**src/rtl/sflash_target.sv**
```systemverilog
module sflash_target #(
  parameter int          MEM_AW      = 8,
  parameter int          BUSY_CYCLES = 64,
  parameter logic [7:0]  SEED        = 8'h5A
) (
  input  logic clk,
  input  logic rst_n,
  input  logic sck,
  input  logic cs_n,
  input  logic si,
  input  logic wp_n,
  input  logic hold_n,
  output logic so,
  output logic so_oe
);

  localparam int BW = $clog2(BUSY_CYCLES + 1);

  typedef enum logic [2:0] {S_OFF, S_OPC, S_ADDR, S_RDAT, S_STAT, S_WSR, S_SKIP} st_t;

  st_t               st;
  logic              sck_d, cs_d;
  logic [4:0]        cnt;
  logic [23:0]       sh;
  logic [MEM_AW-1:0] addr;
  logic              stat_sel;
  logic [7:0]        out_sr;
  logic [2:0]        out_cnt;
  logic              primed;
  logic              wel;
  logic [5:0]        sr1_hi;
  logic [7:0]        sr2;
  logic [BW-1:0]     busy_cnt;
  logic [4:0]        wbits;

  function automatic logic [7:0] pat(input logic [MEM_AW-1:0] a);
    logic [MEM_AW+7:0] p;
    p = {8'd0, a} * (MEM_AW+8)'(7);
    return p[7:0] ^ SEED;
  endfunction

  wire        qe       = sr2[1];
  wire        busy     = busy_cnt != '0;
  wire        hold_act = !cs_n && !hold_n && !qe;
  wire        rise     = sck && !sck_d && !hold_act;
  wire        fall     = !sck && sck_d && !hold_act;
  wire        cs_fall  = cs_d && !cs_n;
  wire        cs_rise  = !cs_d && cs_n;
  wire [23:0] shin     = {sh[22:0], si};
  wire [7:0]  sr1      = {sr1_hi, wel, busy};
  wire        wp_block = sr1_hi[5] && !wp_n && !qe;
  wire        wsr_ok   = wel && !wp_block && (wbits == 5'd8 || wbits == 5'd16);
  wire [7:0]  wsr_b1   = (wbits == 5'd16) ? sh[15:8] : sh[7:0];
  wire [7:0]  nb       = (st == S_RDAT) ? pat(addr) : (stat_sel ? sr2 : sr1);

  assign so = out_sr[7];

  always_ff @(posedge clk) begin
    if (!rst_n) begin
      st <= S_OFF; sck_d <= 1'b0; cs_d <= 1'b0; cnt <= '0; sh <= '0;
      addr <= '0; stat_sel <= 1'b0; out_sr <= '0; out_cnt <= '0;
      primed <= 1'b0; wel <= 1'b0; sr1_hi <= '0; sr2 <= '0;
      busy_cnt <= '0; wbits <= '0; so_oe <= 1'b0;
    end else begin
      sck_d <= sck;
      cs_d  <= cs_n;
      so_oe <= primed && !cs_n && !hold_act && (st == S_RDAT || st == S_STAT);
      if (busy) busy_cnt <= busy_cnt - 1'b1;

      if (cs_n) begin
        st     <= S_OFF;
        primed <= 1'b0;
        if (cs_rise && st == S_WSR && wsr_ok) begin
          sr1_hi <= wsr_b1[7:2];
          if (wbits == 5'd16) sr2 <= sh[7:0];
          wel      <= 1'b0;
          busy_cnt <= BW'(BUSY_CYCLES);
        end
      end else if (cs_fall) begin
        st      <= S_OPC;
        cnt     <= '0;
        out_cnt <= '0;
        primed  <= 1'b0;
      end else begin
        case (st)
          S_OPC: if (rise) begin
            sh  <= shin;
            cnt <= cnt + 5'd1;
            if (cnt == 5'd7) begin
              if (busy && shin[7:0] != 8'h05 && shin[7:0] != 8'h35) st <= S_SKIP;
              else begin
                case (shin[7:0])
                  8'h06:   begin wel <= 1'b1; st <= S_SKIP; end
                  8'h04:   begin wel <= 1'b0; st <= S_SKIP; end
                  8'h05:   begin st <= S_STAT; stat_sel <= 1'b0; end
                  8'h35:   begin st <= S_STAT; stat_sel <= 1'b1; end
                  8'h01:   begin st <= S_WSR; wbits <= '0; end
                  8'h03:   begin st <= S_ADDR; cnt <= '0; end
                  default: st <= S_SKIP;
                endcase
              end
            end
          end
          S_ADDR: if (rise) begin
            sh  <= shin;
            cnt <= cnt + 5'd1;
            if (cnt == 5'd23) begin
              addr <= shin[MEM_AW-1:0];
              st   <= S_RDAT;
            end
          end
          S_RDAT, S_STAT: if (fall) begin
            out_cnt <= out_cnt + 3'd1;
            if (out_cnt == 3'd0) begin
              out_sr <= nb;
              primed <= 1'b1;
              if (st == S_RDAT) addr <= addr + 1'b1;
            end else begin
              out_sr <= {out_sr[6:0], 1'b0};
            end
          end
          S_WSR: if (rise) begin
            sh <= shin;
            if (wbits != 5'd17) wbits <= wbits + 5'd1;
          end
          default: ;
        endcase
      end
    end
  end

endmodule

```
**config.mk**
```make
export PLATFORM = sky130hd
export DESIGN_NAME = sflash_target
export DESIGN_NICKNAME = d
export VERILOG_FILES = /design/src/rtl/sflash_target.sv
export SDC_FILE = /design/constraint.sdc
export NUM_CORES = 1
export LEC_CHECK = 0
export ABC_AREA = 1
export BUFFER_PORTS_ARGS = -buffer_cell sky130_fd_sc_hd__buf_2
export CAP_MARGIN = 20
export CORE_ASPECT_RATIO = 1.2
export CORE_MARGIN = 2
export CORE_UTILIZATION = 60
export CTS_BUF_LIST = sky130_fd_sc_hd__clkbuf_8
export DETAILED_ROUTE_END_ITERATION = 8
export PLACE_DENSITY = 0.77
export SYNTH_ARGS = -nofsm -noshare
export SYNTH_HDL_FRONTEND = slang
export SYNTH_SLANG_ARGS = --single-unit
```
**constraint.sdc**
```tcl
create_clock -name clk -period 2.6 [get_ports clk]
set_clock_uncertainty 0.05 [all_clocks]
set_input_delay 0.39 -clock clk [delete_from_list [all_inputs] [get_ports clk]]
set_output_delay 0.39 -clock clk [all_outputs]
set_load 0.05 [all_outputs]
```
==> Yosys cells after proc, flatten, opt, wreduce, memory -nomap -nowiden <==
Cells that the tools add are included.
{ "totals": {"output_inout_bits": 2, "reg_bits": 75, "input_bits": 7} }
{ "classes": {"mux": 47, "n_eq_ne": 36, "bitwise": 5, "multipliers": 1, "add_sub_neg": 5, "n_reduce_logical": 61} }
{ "op_table": {"columns": ["op", "n"], "rows": [
  ["8-bit 2-to-1 mux", 9],
  ["5-bit 2-to-1 mux", 12],
  ["8-bit by 3-bit == test with 1-bit output, second input constant", 3],
  ["3-bit 2-to-1 mux", 8],
  ["2-bit != test, second input constant", 12],
  ["7-bit 2-to-1 mux", 3],
  ["5-bit one-hot mux with 2 select lines", 2],
  ["1-bit logical AND", 19],
  ["2-bit nonzero test", 9],
  ["8-bit one-hot mux with 2 select lines", 1],
  ["7-bit AND reduction", 2],
  ["3-bit != test, second input constant", 4],
  ["4-bit AND reduction", 3],
  ["5-bit by 1-bit adder with 5-bit output, second input constant", 2],
  ["5-bit == test, second input constant", 2],
  ["5-bit AND reduction", 2],
  ["1-bit zero test", 9],
  ["3-bit one-hot mux with 3 select lines", 1],
  ["3-bit AND reduction", 3],
  ["9-bit AND reduction", 1],
  ["8-bit by 1-bit adder with 8-bit output, second input constant", 1],
  ["8-bit by 1-bit == test with 1-bit output, second input constant", 1],
  ["8-bit by 2-bit == test with 1-bit output, second input constant", 1],
  ["8-bit by 6-bit == test with 1-bit output, second input constant", 1],
  ["other kinds (25)", 44]
]} }

==> Depth between registers and ports, before layout <==
{ "logic_depth": {"ltp_word": 9, "depth_mapped": 12} }

==> Least setup slack after synthesis <==
Ideal clock, no wire load.
{ "synth_timing": {"path_type": "reg2reg", "from": "register addr[2]", "to": "register out_sr[6]", "t_arrival_ps": 2028, "slack_ps": 390, "period_less_slack_ps": 2210, "t_required_ps": 2418, "stages_incl_launch_ff": 11, "setup_ps": 132, "path_cell_list": "dfxtp_1 -> fa_1 -> ha_1 -> fa_1 -> nand3_1 -> nand2_1 -> xnor2_1 -> nand2_1 -> nand3_1 -> nand2_1 -> a21oi_1"} }
{ "synth_between": {"elab_chain_cells": 4} }
{ "synth_lines": {"columns": ["item", "line", "rtl"], "rows": [
  ["start, declared", "25", "logic [MEM_AW-1:0] addr;"],
  ["start signal, assigned", "108", "addr <= shin[MEM_AW-1:0];"],
  ["start signal, assigned", "117", "if (st == S_RDAT) addr <= addr + 1'b1;"],
  ["8-bit by 3-bit multiplier with 8-bit output", "38", "p = {8'd0, a} * (MEM_AW+8)'(7);"],
  ["4-bit inverter (no source line)", null, null],
  ["8-bit 2-to-1 mux", "54", "wire [7:0] nb = (st == S_RDAT) ? pat(addr) : (stat_sel ? sr2 : sr1);"],
  ["8-bit 2-to-1 mux", "114", "if (out_cnt == 3'd0) begin"],
  ["end signal, assigned", "115", "out_sr <= nb;"],
  ["end signal, assigned", "119", "out_sr <= {out_sr[6:0], 1'b0};"],
  ["end, declared", "27", "logic [7:0] out_sr;"]
]} }
No other way between the ends.
A chain may end at the register's enable or synchronous reset.

==> Worst setup path in the final report <==
Same ends and word-level chain as after synthesis.

==> results.md <==
- Most frequent cells in the layout: 123 x nand2_1, 85 x nor2_1, 75 x dfxtp_1, 67 x inv_1, 56 x o21ai_0
- Max frequency: 421 MHz
- Net Sw Frac: 0.300
- Core Rows: 33
- DR vias: 3947
- TritonCTS clock tree: built
- Die area: 7890 sq um
- FF-to-FF setup slack: 0.22 ns
- Share of layout cells above drive strength 1: 0.0937
- Critical path peak fanout: 7
- Power Internal: 1.66 mW
- Sequential Area: 1500 sq um
- IO Count: 9
- Setup bufs post-CTS: 0
- Logic pwr share: 0.156
- Port bufs: 8
- Post-synthesis sequential area ratio: 0.348
- Crit end category: register
- Crit path kind: reg -> reg
- Via/cell ratio: 5.50
- Drt initial violations: 175
- Crit path required time: 2.83 ns
- Hold Violations, Final: 0
- Final setup vio count: 0
- Post-synth EDFFs: 0
- CP Launch Type: register
- Fillers: 632
- Vias in the first global route: 3801
- Synth async-reset ratio: 0
- Clock Pin Slew Worst Setup and Hold Paths: 0.08 ns
- Worst-case clock buffer depth: 2
- Core area: 6900 sq um
- Synth Cell Area: 4320 sq um
- Ys flop type: dfxtp_1
- Clock power share: 0.325
- Post-DP HPWL: 7.33 mm
- Antenna-violating nets left: 0
- Wire length per cell: 13.7 um
- Synth Net Count: 648
- Final wirelength: 9.82 mm
- Area occupied by multi-input gates: 2460 sq um
- RSZ-0062 raised after global routing: no
- Netlist cell types: 40
- PD cells: 518 nW/um^2
- DRT Pass-1 Iters: 4
- Initial antenna violation count: 0
- Final period util: 0.914
- Leak: 2.05 nW
- Hold/Removal Path Class: in -> reg
- Power Total: 2.37 mW
- Worst slew pin tran: 0.447 ns
- Largest net degree at the start of global routing: 45
- Syn Inst Count: 617
- Most common cell after layout, fill and taps aside: nand2_1
- Relative slew slack: 0.700
- Clk root buf: clkbuf_8
- Die H: 96.9 um
- H-tree depth: 3
- MaxCap Viol Count: 0
- Die W: 81.4 um
- Worst-Skew Late Latency: 0.35 ns
- Number of buffers created by CTS: 9
- Max IR drop VDD: 0.357 mV
- Share of power burned in registers: 0.519
- Post-CTS Hold Fix Bufs: 0
- Sw power: 0.712 mW
- Clk sink count: 75
- # resized after CTS: 0
- Syn_area_per_cell: 7.00 sq um
- Starting density of the core: 0.626
- Fin. max-slew vios: 0
- Setup TNS: 0 ns
- Tmin final: 2.38 ns
- GP Congestion: 0.962
- # DRC: 0
- Area delta synth->final: 6.23%
- Outcome: finished clean
- First-pass GRT wire length: 16.8 mm
- # diodes: 0
- WHS: 0.186 ns
- Yosys warns: 0
- Total global routing overflow: 0
- Crit path DAT: 2.60 ns
- GRT Util Overall: 0.270
- Register bit count reported by yosys: 75
- Final #Nets: 657
[critical path: stages (launching register included)]
cell and delay, ns:
dfxtp_1 0.53, fa_1 0.48, ha_1 0.23, fa_1 0.41
nand3_1 0.10, nand2_1 0.07, xnor2_1 0.14, nand2_1 0.06
nand3_1 0.06, nand2_1 0.06, a21oi_1 0.11
[cell families (layout without fill, tap and decap cells)]
family,Yosys count,after routing,synth area share
AO/OA/AOI/OAI,121,121,0.153
XOR/XNOR,18,18,0.0365
adder cells (fa/ha/maj),24,24,0.0800
buffers and inverters,90,103,0.0823
flip-flops,75,75,0.348
AND/OR/NAND/NOR,289,289,0.300
[layout make-up]
| class | instances | share of cell area |
|---|---|---|
| multi-input combinational | 452 | 0.536 |
| sequential | 75 | 0.327 |
| inverter | 76 | 0.0625 |
| clock buffer | 9 | 0.0270 |
| tap | 87 | 0.0237 |
| timing repair buffer | 12 | 0.0153 |
| clock inverter | 6 | 0.00764 |
[cell usage after synthesis, types with 5 or more instances]
| cell type | count | share of area |
|---|---|---|
| a211oi_1 | 7 | 0.012 |
| a21oi_1 | 41 | 0.048 |
| clkbuf_1 | 8 | 0.0070 |
| dfxtp_1 | 75 | 0.35 |
| fa_1 | 6 | 0.028 |
| ha_1 | 18 | 0.052 |
| inv_1 | 66 | 0.057 |
| inv_2 | 8 | 0.0070 |
| nand2_1 | 123 | 0.11 |
| nand2_2 | 9 | 0.013 |
| nand3_1 | 41 | 0.048 |
| nor2_1 | 85 | 0.074 |
| nor3_1 | 10 | 0.012 |
| o211ai_1 | 6 | 0.010 |
| o21ai_0 | 56 | 0.065 |
| xnor2_1 | 5 | 0.010 |
| xor2_1 | 13 | 0.026 |
[metrics by stage]
stage	util	instance area, sq um	std cells	setup slack [ns]
4_1_cts	0.665	4590	717	0.235
3_3_place_gp	0.642	4430	702	0.309
2_1_floorplan	-	4320	617	0.390
3_5_place_dp	0.642	4430	702	0.257
6_report	0.665	4590	717	0.225
5_1_grt	0.665	4590	717	0.118
[power groups by stage]
stage	logic, mW	registers (mW)	clock network, mW
5_1_grt	0.431	1.24	0.831
6_report	0.371	1.23	0.771
3_3_place_gp	0.364	1.26	0
4_1_cts	0.371	1.23	0.784
2_1_floorplan	0.295	1.25	0
3_5_place_dp	0.368	1.26	0
[layer usage]
metal	global-route usage	routed length, um
met1	0.338	4350
met2	0.460	4780
met3	0.0485	484
met4	0.0847	196
met5	0	0
[path summary, 6_finish.rpt]
check             cells after the start    start         to
setup / recovery                     10  addr[2]  out_sr[6]
hold / removal                        3      sck      sck_d
setup reg to reg                     10  addr[2]  out_sr[6]
hold reg to reg                       2   sh[15]     sh[15]
[sequential cells by signal, summed over array words and instances (netlist names), 5 cells and up]
name and flops:
busy_cnt 7, sr2 8, out_sr 8, cnt 5
wbits 5, sh 16, sr1_hi 6, addr 8
Note: power is estimated with default switching activity, not from simulation.
